==> config.mk <==
export PLATFORM = sky130hd
export DESIGN_NAME = access_guard
export DESIGN_NICKNAME = d
export VERILOG_FILES = /design/src/rtl/accguard_pkg.sv /design/src/rtl/ag_reloc.sv /design/src/rtl/ag_align.sv /design/src/rtl/ag_bp_unit.sv /design/src/rtl/access_guard.sv
export SDC_FILE = /design/constraint.sdc
export NUM_CORES = 1
export LEC_CHECK = 0
export BUFFER_PORTS_ARGS = -buffer_cell sky130_fd_sc_hd__buf_2
export CAP_MARGIN = 20
export CORE_MARGIN = 3
export CORE_UTILIZATION = 40
export CTS_CLUSTER_DIAMETER = 120
export CTS_CLUSTER_SIZE = 14
export DETAILED_ROUTE_END_ITERATION = 7
export GPL_TIMING_DRIVEN = 0
export PLACE_DENSITY = 0.82
export SETUP_SLACK_MARGIN = 0.02
export SYNTH_ARGS = -nofsm -noshare
export SYNTH_HDL_FRONTEND = slang
export SYNTH_SLANG_ARGS = --single-unit
==> constraint.sdc <==
create_clock -name clk -period 6 [get_ports clk]
set_clock_uncertainty 0.15 [all_clocks]
set_input_delay 0.9 -clock clk [delete_from_list [all_inputs] [get_ports clk]]
set_output_delay 0.9 -clock clk [all_outputs]
set_load 0.1 [all_outputs]
==> src/rtl/accguard_pkg.sv <==
package accguard_pkg;

    localparam int CTRL_W        = 9;
    localparam int EN0_LSB       = 0;
    localparam int EN1_LSB       = 2;
    localparam int MASK_BIT      = 8;
    localparam int MOE_W         = 3;
    localparam logic [MOE_W-1:0] MOE_DATA_BP = 3'b010;
    localparam int FAULT_ALIGN_CODE = 1;
    localparam int NUM_BP        = 2;

    typedef enum logic [1:0] {
        BP_OFF   = 2'd0,
        BP_STORE = 2'd1,
        BP_ANY   = 2'd2,
        BP_LOAD  = 2'd3
    } bp_en_e;

    typedef struct packed {
        logic   mask_mode;
        bp_en_e en1;
        bp_en_e en0;
    } bp_ctrl_t;

    function automatic logic kind_ok(bp_en_e en, logic is_store);
        case (en)
            BP_OFF:   return 1'b0;
            BP_STORE: return is_store;
            BP_LOAD:  return !is_store;
            default:  return 1'b1;
        endcase
    endfunction

endpackage

==> src/rtl/ag_reloc.sv <==
module ag_reloc #(
    parameter int ADDR_W = 32,
    parameter int PID_W  = 7
) (
    input  logic [ADDR_W-1:0] addr_i,
    input  logic [PID_W-1:0]  pid_i,
    output logic [ADDR_W-1:0] addr_o
);
    localparam int LOW_W = ADDR_W - PID_W;

    logic slot_empty;
    assign slot_empty = (addr_i[ADDR_W-1:LOW_W] == '0);

    always_comb begin
        addr_o = addr_i;
        if (pid_i != '0 && slot_empty)
            addr_o[ADDR_W-1:LOW_W] = pid_i;
    end
endmodule

==> src/rtl/ag_align.sv <==
module ag_align (
    input  logic [1:0] low_i,
    input  logic       en_i,
    output logic       fault_o
);
    assign fault_o = en_i && (low_i != 2'b00);
endmodule

==> src/rtl/ag_bp_unit.sv <==
module ag_bp_unit
    import accguard_pkg::*;
#(
    parameter int ADDR_W = 32
) (
    input  logic [ADDR_W-1:0] addr_i,
    input  logic              is_store_i,
    input  logic [ADDR_W-1:0] value_i,
    input  logic [ADDR_W-1:0] care_i,
    input  bp_en_e            en_i,
    output logic              hit_o
);
    logic addr_eq;
    assign addr_eq = (((addr_i ^ value_i) & care_i) == '0);
    assign hit_o   = kind_ok(en_i, is_store_i) && addr_eq;
endmodule

==> src/rtl/access_guard.sv <==
module access_guard
    import accguard_pkg::*;
#(
    parameter int ADDR_W = 32,
    parameter int PID_W  = 7,
    parameter int FSR_W  = 8
) (
    input  logic              clk,
    input  logic              rst,
    input  logic              req_valid,
    input  logic [ADDR_W-1:0] req_addr,
    input  logic              req_store,
    input  logic [PID_W-1:0]  cfg_pid,
    input  logic              cfg_align_en,
    input  logic [ADDR_W-1:0] cfg_bp0,
    input  logic [ADDR_W-1:0] cfg_bp1,
    input  logic [CTRL_W-1:0] cfg_bp_ctrl,
    input  logic              cfg_dbg_halt,
    output logic              rsp_valid,
    output logic [ADDR_W-1:0] rsp_addr,
    output logic              abort_pulse,
    output logic [FSR_W-1:0]  fault_status,
    output logic [ADDR_W-1:0] fault_addr,
    output logic              bp_hit_pulse,
    output logic [MOE_W-1:0]  dbg_moe
);
    localparam int LOW_W = ADDR_W - PID_W;
    localparam logic [ADDR_W-1:0] WORD_CARE = {{(ADDR_W-2){1'b1}}, 2'b00};

    // Control word decode
    bp_ctrl_t   ctl;
    logic [3:0] unused_ctrl_bits;
    assign ctl.en0       = bp_en_e'(cfg_bp_ctrl[EN0_LSB +: 2]);
    assign ctl.en1       = bp_en_e'(cfg_bp_ctrl[EN1_LSB +: 2]);
    assign ctl.mask_mode = cfg_bp_ctrl[MASK_BIT];
    assign unused_ctrl_bits = cfg_bp_ctrl[7:4];

    // Stage 1: process slot relocation
    logic [ADDR_W-1:0] eff_addr;
    ag_reloc #(.ADDR_W(ADDR_W), .PID_W(PID_W)) u_reloc (
        .addr_i (req_addr),
        .pid_i  (cfg_pid),
        .addr_o (eff_addr)
    );

    // Stage 2: alignment check
    logic misalign;
    ag_align u_align (
        .low_i   (eff_addr[1:0]),
        .en_i    (cfg_align_en),
        .fault_o (misalign)
    );

    // Stage 3: breakpoint compare
    logic [ADDR_W-1:0] bp_val  [NUM_BP];
    logic [ADDR_W-1:0] bp_care [NUM_BP];
    bp_en_e            bp_en   [NUM_BP];
    logic [NUM_BP-1:0] unit_hit;

    assign bp_val[0]  = cfg_bp0;
    assign bp_val[1]  = cfg_bp1;
    assign bp_care[0] = ctl.mask_mode ? ~cfg_bp1 : WORD_CARE;
    assign bp_care[1] = WORD_CARE;
    assign bp_en[0]   = ctl.en0;
    assign bp_en[1]   = ctl.mask_mode ? BP_OFF : ctl.en1;

    for (genvar g = 0; g < NUM_BP; g++) begin : g_bp
        ag_bp_unit #(.ADDR_W(ADDR_W)) u_unit (
            .addr_i     (eff_addr),
            .is_store_i (req_store),
            .value_i    (bp_val[g]),
            .care_i     (bp_care[g]),
            .en_i       (bp_en[g]),
            .hit_o      (unit_hit[g])
        );
    end

    logic take_abort;
    logic take_hit;
    assign take_abort = req_valid && misalign;
    assign take_hit   = req_valid && !cfg_dbg_halt && (unit_hit != '0);

    always_ff @(posedge clk) begin
        if (rst) begin
            rsp_valid    <= 1'b0;
            rsp_addr     <= '0;
            abort_pulse  <= 1'b0;
            fault_status <= '0;
            fault_addr   <= '0;
            bp_hit_pulse <= 1'b0;
            dbg_moe      <= '0;
        end else begin
            rsp_valid    <= req_valid;
            abort_pulse  <= take_abort;
            bp_hit_pulse <= take_hit;
            if (req_valid)
                rsp_addr <= eff_addr;
            if (take_abort) begin
                fault_status <= FSR_W'(FAULT_ALIGN_CODE);
                fault_addr   <= eff_addr;
            end
            if (take_hit)
                dbg_moe <= MOE_DATA_BP;
        end
    end

    // Assertions
    a_r10_idle_quiet: assert property (@(posedge clk) disable iff (rst)
        !req_valid |=> (!abort_pulse && !bp_hit_pulse));

    a_r8_halt_blocks_hit: assert property (@(posedge clk) disable iff (rst)
        (req_valid && cfg_dbg_halt) |=> !bp_hit_pulse);

    a_r3_abort_misaligned: assert property (@(posedge clk) disable iff (rst)
        abort_pulse |-> (fault_addr[1:0] != 2'b00));

    a_r4_fault_hold: assert property (@(posedge clk) disable iff (rst)
        !abort_pulse |-> ($stable(fault_addr) && $stable(fault_status)));

    a_r9_moe_code: assert property (@(posedge clk) disable iff (rst)
        bp_hit_pulse |-> (dbg_moe == MOE_DATA_BP));

    a_r2_slot_filled: assert property (@(posedge clk) disable iff (rst)
        (req_valid && cfg_pid != '0) |=> (rsp_addr[ADDR_W-1:LOW_W] != '0));

    a_r5_disarmed_silent: assert property (@(posedge clk) disable iff (rst)
        (req_valid && cfg_bp_ctrl[1:0] == 2'b00 &&
         (cfg_bp_ctrl[MASK_BIT] || cfg_bp_ctrl[3:2] == 2'b00)) |=> !bp_hit_pulse);
endmodule

After elaboration in Yosys (flattened, before gate mapping):

Index checks and enable logic that the tools add are counted.
W data, S select, Z words.

* bits in registers: 69
* bits of input ports: 118
* output and inout bits: 78
* logic and storage cells: 37

* equal/unequal tests: 4
* mux-type cells: 5
* bitwise operators: 4
* reductions and logical operators: 17

Operators by type and width (count)
* $logic_not A32 Y1: 2
* $xor A32 B32 Y32: 2
* $and A32 B32 Y32: 1
* $mux W32: 1
* $not A32 Y32: 1
* $logic_and A1 B1 Y1: 7
* $logic_not A7 Y1: 1
* $mux W7: 1
* $reduce_bool A7 Y1: 1
* $pmux W1 S3: 2
* $eq A2 B1 Y1 const B: 2
* $eq A2 B2 Y1 const B: 2
* $logic_not A2 Y1: 2
* $reduce_bool A2 Y1: 2
* $logic_not A1 Y1: 2
* $mux W2: 1

Logic depth before layout (Yosys ltp):

Gate-level depths: netlist of run 1.

* depth after elaboration: 9
* depth in mapped cells: 10
* depth with buffers taken out: 7

By module:

A second synthesis of run 1 with hierarchy kept.

* cell total of the unflattened synthesis: 456
* area total of the unflattened synthesis: 3836.2 um^2

By module, submodules not included
* access_guard: instances 1, cells an instance 308, area an instance 2620.0 um^2, seq. area each 1381.3 um^2
* ag_bp_unit: instances 2, cells an instance 55, area an instance 459.2 um^2, seq. area each 0.0 um^2
* ag_reloc: instances 1, cells an instance 37, area an instance 290.3 um^2, seq. area each 0.0 um^2
* ag_align: instances 1, cells an instance 1, area an instance 7.5 um^2, seq. area each 0.0 um^2

Worst setup path after synthesis of run 1:

Ideal clock, no wire load.

* kind: in2reg
* from: in req_addr[25]
* to: reg bp_hit_pulse
* library setup time: 73 ps
* data arrival time: 2449 ps
* required time: 5777 ps
* slack: 3328 ps
* stages: 7
* buffers on the path: 0
* cell sequence: nor4_4 > a31oi_4 > xor2_1 > a21oi_1 > a211o_1 > o31a_1 > nor3_2

* word-level cells in the longest chain between the ends: 9
* elaborated cells between the ends (all ways): 12
* those cells by class: mux (1); bitwise (3); reduce/logical (8)

Ends and longest elaborated chain
* start: declaration: RTL line access_guard.sv:11 `input logic [ADDR_W-1:0] req_addr,`
* $logic_not A7 Y1: RTL line ag_reloc.sv:12 `assign slot_empty = (addr_i[ADDR_W-1:LOW_W] == '0);`
* $logic_and A1 B1 Y1: RTL line ag_reloc.sv:16 `if (pid_i != '0 && slot_empty)`
* $mux W7 (*): RTL line ag_reloc.sv:16
* $xor A32 B32 Y32: RTL line ag_bp_unit.sv:14 `assign addr_eq = (((addr_i ^ value_i) & care_i) == '0);`
* $and A32 B32 Y32: RTL line ag_bp_unit.sv:14
* $logic_not A32 Y1: RTL line ag_bp_unit.sv:14
* $logic_and A1 B1 Y1: RTL line ag_bp_unit.sv:15 `assign hit_o = kind_ok(en_i, is_store_i) && addr_eq;`
* $reduce_bool A2 Y1 (*): RTL line access_guard.sv:81 `assign take_hit = req_valid && !cfg_dbg_halt && (unit_hit != '0);`
* $logic_and A1 B1 Y1 (*): RTL line access_guard.sv:81
* end signal: assignment: RTL line access_guard.sv:95 `bp_hit_pulse <= take_hit;`
* end: declaration: RTL line access_guard.sv:24 `output logic bp_hit_pulse,`

Every way passes the cells marked *; elsewhere a longest branch is shown, timed or not.
A chain may end at the register's enable or synchronous reset.

Final worst setup path of run 1:

Ends and elaborated chain as after synthesis.

==> flow_metrics.tcl, run 1 <==
set metrics [dict create \
    initial_core_util 0.423 \
    grt_first_pass_wirelength_mm 18.9 \
    cts_setup_buffers 0 \
    cts-resized-gates 0 \
    max_cap_viol_count 0 \
    yosysSeqAreaShare 0.366 \
    slowest_stage "nor4_4" \
    r2r_slack_ns 5.10 \
    numPortBuffers 179 \
    grt_start_max_net_pins 12 \
    synth-edff-count 0 \
    critPathMaxFanout 6 \
    cts_buffer_depth 2 \
    area_growth_pct 33.2 \
    maxSlewHeadroom 0.435 \
    fin_crit_sh 0.460 \
    hold_buffers 0 \
    timing.rr.end "dbg_moe[1]$_SDFFE_PP0P_" \
    ys_async_sr_fraction 0 \
    min_delay_path_depth 2 \
    fmax_ghz 0.362 \
    power_density_mw_per_mm2 263 \
    power_leakage_nw 2.40 \
    outcome "complete, no violations" \
    hold_class "register to register" \
    core_area_mm2 0.00893 \
    cts_tree "done" \
    track_usage 0.233 \
    synth_area_mm2 0.00378 \
    hold_violations 0 \
    wirelength_mm 12.8 \
    syn-instance-count 460 \
    ys_warn_count 0 \
    rsz0062_at_grt "false" \
    path_delay_family "compound AO/OA/AOI/OAI gates" \
    ys.flop_type "dfxtp_1" \
    cp-start-kind "input pin" \
    reg2reg_from "dbg_moe[1]$_SDFFE_PP0P_" \
    gp_congestion 0.932 \
    setup_viol 0 \
    drt-initial-drc-count 224 \
    min_to "fault_addr[6]$_SDFFE_PP0P_" \
    criticalPathCategory "input pin to register" \
    overflow 0 \
    layout_common_cells "183 x buf_2, 96 x nand2_1, 69 x dfxtp_1" \
    yosys_register_bits 69 \
    clock-sinks 69 \
    cts-buffers-inserted 9 \
    end_kind "register" \
    cp_num_buf_inv 1 \
    clk_pin_slew_worst_paths_ns 0.08 \
    antenna_found_initial 0 \
    layout.nets 776 \
    clk_latency_ns 0.34 \
    wl_per_cell_um 16.6 \
    final_common_cell "buf_2" \
    final_area_mm2 0.00503 \
    drcViolationCount 0 \
    max-vdd-ir-drop_mv 0.171 \
    dpl-instance-area_mm2 0.00484 \
    worstPathCellList "buf_2 -> nor4_4 -> a31oi_4 -> xor2_1 -> nand2_1 -> a211o_1 -> o31a_1 -> nor3_2" \
    r2r_cells 2 \
    required_ns 6.12 \
    final-max-slew-violation-count 0 \
    drt-pass1-iter-count 5 \
    die_h_um 103 \
    cts_root_buf "clkbuf_8" \
    avgSynthCellArea_um2 8.21 \
    layout-drive-gt1-share 0.329 \
    viasPerCell 5.25 \
    drtAntennaViolNets 0 \
    num_rows 34 \
    hpwlAfterDp_mm 10.5 \
    min_period_ns 2.76 \
    vias 4044 \
    setup_tns_ns 0 \
    antennaDiodeCount 0 \
    htree_num_levels 3 \
    cpPeakStageDelay_ns 0.56 \
    ioPinCount 196 \
    die_x_um 103 \
    dieArea_mm2 0.0106 \
    arrival_ns 2.88 \
    worst-slew-pin-transition_ns 0.848 \
    synthDistinctLibCells 48 \
    hold_start "fault_addr[6]$_SDFFE_PP0P_" \
    grt_pass1_vias 3839 \
]
[cell families (layout without fill, tap and decap cells)]
group / count (synthesis) / count (layout) / share of synthesized area
multiplexers: 25 / 25 / 0.0662
other: 1 / 9 / 0.000992
AO/OA/AOI/OAI: 70 / 70 / 0.139
AND/OR/NAND/NOR: 198 / 198 / 0.240
buffers and inverters: 36 / 231 / 0.0460
XOR/XNOR: 61 / 61 / 0.141
flip-flops: 69 / 69 / 0.366
[Yosys cell counts, types with 2 or more instances]
| cell | count | area, um^2 |
|---|---|---|
| and3_1 | 2 | 12.5 |
| buf_2 | 4 | 20.0 |
| nand3b_1 | 2 | 15.0 |
| a31oi_4 | 3 | 63.8 |
| mux2i_1 | 25 | 250 |
| nor4b_1 | 4 | 35.0 |
| clkbuf_1 | 16 | 60.1 |
| buf_1 | 3 | 11.3 |
| nor2b_1 | 3 | 18.8 |
| nor4_1 | 14 | 87.6 |
| a22o_1 | 4 | 35.0 |
| buf_4 | 9 | 67.6 |
| a21oi_2 | 4 | 35.0 |
| nor2_1 | 48 | 180 |
| nand2_1 | 96 | 360 |
| a21oi_1 | 28 | 140 |
| nor3_2 | 2 | 20.0 |
| inv_1 | 4 | 15.0 |
| o22ai_1 | 2 | 12.5 |
| a211oi_1 | 15 | 113 |
| xnor2_1 | 11 | 96.3 |
| nor3_1 | 2 | 10.0 |
| xor2_1 | 50 | 438 |
| nand4_1 | 11 | 68.8 |
| nand3_1 | 6 | 30.0 |
| dfxtp_1 | 69 | 1380 |
| or3_1 | 2 | 12.5 |
[where the power goes]
part,switching (mW),internal (mW),leakage [nW]
sequential,0.0119,0.482,0.567
combinational,0.341,0.108,1.73
clock,0.179,0.202,0.0964
[how the worst max path moves through the flow]
stage                  from                 endpoint  slack [ns]  cells past startpoint
3_5_place_dp   req_addr[25]  bp_hit_pulse$_SDFF_PP0_        2.91                      8
2_1_floorplan  req_addr[25]  bp_hit_pulse$_SDFF_PP0_        3.33                      7
5_1_grt        req_addr[25]  bp_hit_pulse$_SDFF_PP0_        3.14                      8
4_1_cts        req_addr[25]  bp_hit_pulse$_SDFF_PP0_        3.26                      8
6_report       req_addr[25]  bp_hit_pulse$_SDFF_PP0_        3.24                      8
3_3_place_gp   req_addr[25]  bp_hit_pulse$_SDFF_PP0_        2.98                      8
[routing by layer]
layer	GRT usage	wire [um]	vias up
met5	0	0	-
met4	0.0767	278	0
met3	0.0617	1150	30
met2	0.404	6230	203
met1	0.280	5130	1853
li1	-	-	1958
[registers in the layout (all words and copies together) (netlist names)]
register      count
fault_status      1
abort_pulse       1
rsp_addr         32
dbg_moe           1
rsp_valid         1
fault_addr       32
bp_hit_pulse      1
[through the flow]
stage | total power [mW] | cells | worst slack (ns) | util | hold slack, ns
2_1_floorplan | 0.831 | 468 | 3.33 | - | 0.734
3_3_place_gp | 0.947 | 755 | 2.98 | 0.542 | 0.290
3_5_place_dp | 0.952 | 755 | 2.91 | 0.542 | 0.297
4_1_cts | 1.33 | 771 | 3.26 | 0.563 | 0.307
5_1_grt | 1.38 | 771 | 3.14 | 0.563 | 0.322
6_report | 1.32 | 771 | 3.24 | 0.563 | 0.306
[worst reg2reg max path: stages, from the launching register on]
cell and delay (ns):
dfxtp_1 0.37, a31oi_1 0.07, a221oi_2 0.24
[final cells by class]
cell class | instances | area (um^2)
Clock inverter | 4 | 47.5
Sequential cell | 69 | 1380
Fill cell | 837 | 3900
Timing Repair Buffer | 179 | 896
Buffer | 32 | 159
Clock buffer | 12 | 145
Multi-Input combinational cell | 363 | 2250
Tap cell | 108 | 135
Inverter | 4 | 15.0
Power figures use the tool's default switching activity.
==> run 2, diff against run 1 <==
--- a/config.mk
+++ b/config.mk
@@ -5,6 +5,7 @@
 export SDC_FILE = /design/constraint.sdc
 export NUM_CORES = 1
 export LEC_CHECK = 0
+export ABC_AREA = 1
 export BUFFER_PORTS_ARGS = -buffer_cell sky130_fd_sc_hd__buf_2
 export CAP_MARGIN = 20
 export CORE_MARGIN = 3
@@ -13,7 +14,7 @@
 export CTS_CLUSTER_SIZE = 14
 export DETAILED_ROUTE_END_ITERATION = 7
 export GPL_TIMING_DRIVEN = 0
-export PLACE_DENSITY = 0.82
+export PLACE_DENSITY = 0.84
 export SETUP_SLACK_MARGIN = 0.02
 export SYNTH_ARGS = -nofsm -noshare
 export SYNTH_HDL_FRONTEND = slang
==> constraint.sdc (replaced) <==
create_clock -name clk -period 2.35 [get_ports clk]
set_clock_uncertainty 0.15 [all_clocks]
set_input_delay 0.3525 -clock clk [delete_from_list [all_inputs] [get_ports clk]]
set_output_delay 0.3525 -clock clk [all_outputs]
set_load 0.1 [all_outputs]
==> run 2 against run 1 <==
  * Clock-buffer cell count is the same
  * Largest cell class unchanged
  * Combinational power grew to 2.9 times the previous value
  * Hold slack lost 0.16 ns
  * Highest routed layer is now met5
  * Total power grew to 2.8 times the previous value
  * Sequential power grew to 2.6 times the previous value
  * Wire length grew 5.0%
  * Cell count grew 28%
  * Via count grew 16%
  * Global-route usage grew 0.13 points
  * Die area grew 5.0%
==> flow_metrics.tcl, run 2 <==
set metrics [dict create \
    ys_warn_count 0 \
    cts_buffer_depth 2 \
    hold_buffers 0 \
    antenna_found_initial 1 \
    min_to "rsp_addr[1]$_SDFFE_PP0P_" \
    dieArea_mm2 0.0112 \
    maxSlewHeadroom 0.569 \
    synth_top_cell_by_area "dfxtp_1" \
    p_seq_frac 0.349 \
    wirelength_mm 13.4 \
    hpwlAfterDp_mm 11.0 \
    cp_num_buf_inv 1 \
    yosys_register_bits 69 \
    slowest_stage "buf_2" \
    grt_start_max_net_pins 12 \
    final-max-slew-violation-count 0 \
    die_h_um 106 \
    layout-drive-gt1-share 0.263 \
    fmax_ghz 0.599 \
    power_density_mw_per_mm2 697 \
    netlist_top_cells_area "dfxtp_1 35%, nand2_1 18%, inv_1 9.9%, nor2_1 7.2%, o21ai_0 5.7%" \
    drt-pass1-iter-count 5 \
    worst-slew-pin-transition_ns 0.647 \
    cts-buffers-inserted 9 \
    ys_async_sr_fraction 0 \
    synth_top_family_by_area "simple AND/OR/NAND/NOR gates" \
    worstPathCellList "buf_2" \
    synth-xor-area-share 0.0154 \
    r2r_cells 3 \
    num_rows 35 \
    syn-instance-count 649 \
    synthDistinctLibCells 23 \
    overflow 0 \
    fin_cells 984 \
    grt_first_pass_wirelength_mm 20.6 \
    htree_num_levels 3 \
    p_sw_mw 1.52 \
    yosys.area_share.simple 0.347 \
    cp_num_cells 1 \
    final_common_cell "nand2_1" \
    layout.nets 968 \
    wl_per_cell_um 13.7 \
    track_usage 0.234 \
    core_area_mm2 0.00946 \
    hold_violations 0 \
    die_x_um 106 \
    criticalPathCategory "register to output port" \
    path_delay_family "buffers and inverters" \
    avgSynthCellArea_um2 6.13 \
    combPwrFrac 0.349 \
    r2r_slack_ns 1.45 \
    total_power_mw 3.70 \
    end_kind "output port" \
    area_growth_pct 33.4 \
    cp-start-kind "register" \
    min_period_ns 1.67 \
    initial_core_util 0.421 \
    arrival_ns 1.17 \
    drt-initial-drc-count 259 \
    critPathMaxFanout 2 \
    synth_area_mm2 0.00398 \
    clk_pin_slew_worst_paths_ns 0.07 \
    power_leakage_nw 3.12 \
    vias 4702 \
    gp_congestion 0.924 \
    numPortBuffers 182 \
    ys.flop_type "dfxtp_1" \
    synth-edff-count 0 \
    drcViolationCount 0 \
    hold_class "input pin to register" \
    internal_power_mw 2.18 \
    yosysTopAreaCellShare 0.347 \
    cpPeakStageDelay_ns 0.45 \
    synth-adder-area-share 0 \
    max-vdd-ir-drop_mv 0.494 \
    drtAntennaViolNets 0 \
    outcome "complete, no violations" \
    synth_compound_area_frac 0.150 \
    grt_pass1_vias 4154 \
    fin_crit_sh 0.710 \
    hold_start "req_addr[1]" \
    clkPwrFrac 0.301 \
    setup_viol 0 \
    yosysSeqAreaShare 0.347 \
    yosys-top-cells-count "193 x nand2_1, 105 x inv_1, 76 x nor2_1" \
    cts-resized-gates 0 \
    layout_common_cells "193 x nand2_1, 184 x buf_2, 105 x inv_1" \
    cts_setup_buffers 0 \
    swShare 0.411 \
    yosysMostFrequentCell "nand2_1" \
    clk_latency_ns 0.34 \
    cts_root_buf "clkbuf_8" \
    rsz0062_at_grt "false" \
    required_ns 1.85 \
    dp.cells 968 \
    muxShareOfSynthArea 0 \
    timing.rr.end "fault_addr[26]$_SDFFE_PP0P_" \
    antennaDiodeCount 0 \
    ioPinCount 196 \
    setup_tns_ns 0 \
    min_delay_path_depth 3 \
    reg2reg_from "fault_addr[26]$_SDFFE_PP0P_" \
    max_cap_viol_count 0 \
    viasPerCell 4.78 \
    clock-sinks 69 \
    top_regs "fault_addr x32, rsp_addr x32" \
    hold-worst-slack_ns 0.143 \
    cts_tree "done" \
]
-- run 2: area by class of cell --
cell class	instances	area, um^2
Tap cell	129	161
Clock buffer	12	155
Sequential cell	69	1380
Clock inverter	4	70.1
Multi-Input combinational cell	451	2070
Timing Repair Buffer	182	911
Fill cell	966	4150
Buffer	31	156
Inverter	106	398
-- run 2: how the worst max path moves through the flow --
stage | start | endpoint | slack (ns)
after floorplan | req_addr[29] | dbg_moe[1]$_SDFFE_PP0P_ | 0.74
after global placement | cfg_bp_ctrl[8] | dbg_moe[1]$_SDFFE_PP0P_ | 0.37
after detailed placement | cfg_bp_ctrl[8] | dbg_moe[1]$_SDFFE_PP0P_ | 0.32
after CTS | fault_addr[8]$_SDFFE_PP0P_ | fault_addr[8] | 0.66
after global routing | cfg_bp_ctrl[8] | dbg_moe[1]$_SDFFE_PP0P_ | 0.50
final | fault_addr[8]$_SDFFE_PP0P_ | fault_addr[8] | 0.68
-- run 2: cells by family after synthesis --
group | after synthesis
buf+inv | 137
flops | 69
compound gates | 104
other cells | 1
xor+xnor | 7
simple gates | 331
-- run 2: power by group through the flow --
stage / registers, mW / clock network (mW) / logic, mW
CTS: 1.29 / 1.13 / 1.29
floorplan: 1.90 / 0 / 0.389
detailed placement: 1.32 / 0 / 1.29
global route: 1.30 / 1.17 / 1.37
global placement: 1.31 / 0 / 1.28
finish: 1.29 / 1.11 / 1.29
-- run 2: metal layers --
layer	part of all wire	wire length, um	track usage	vias up
met5	0.00097	13	0	-
met4	0.028	375	0.0888	2
met3	0.071	958	0.0490	33
met2	0.47	6270	0.388	196
met1	0.43	5820	0.299	2067
li1	-	-	-	2404
-- run 2: per-stage QoR --
stage	setup slack, ns	cell area (um^2)	utilization
detailed placement	0.323	5080	0.537
global route	0.504	5310	0.561
CTS	0.661	5310	0.561
finish	0.681	5310	0.561
floorplan	0.740	4010	-
global placement	0.369	5080	0.537
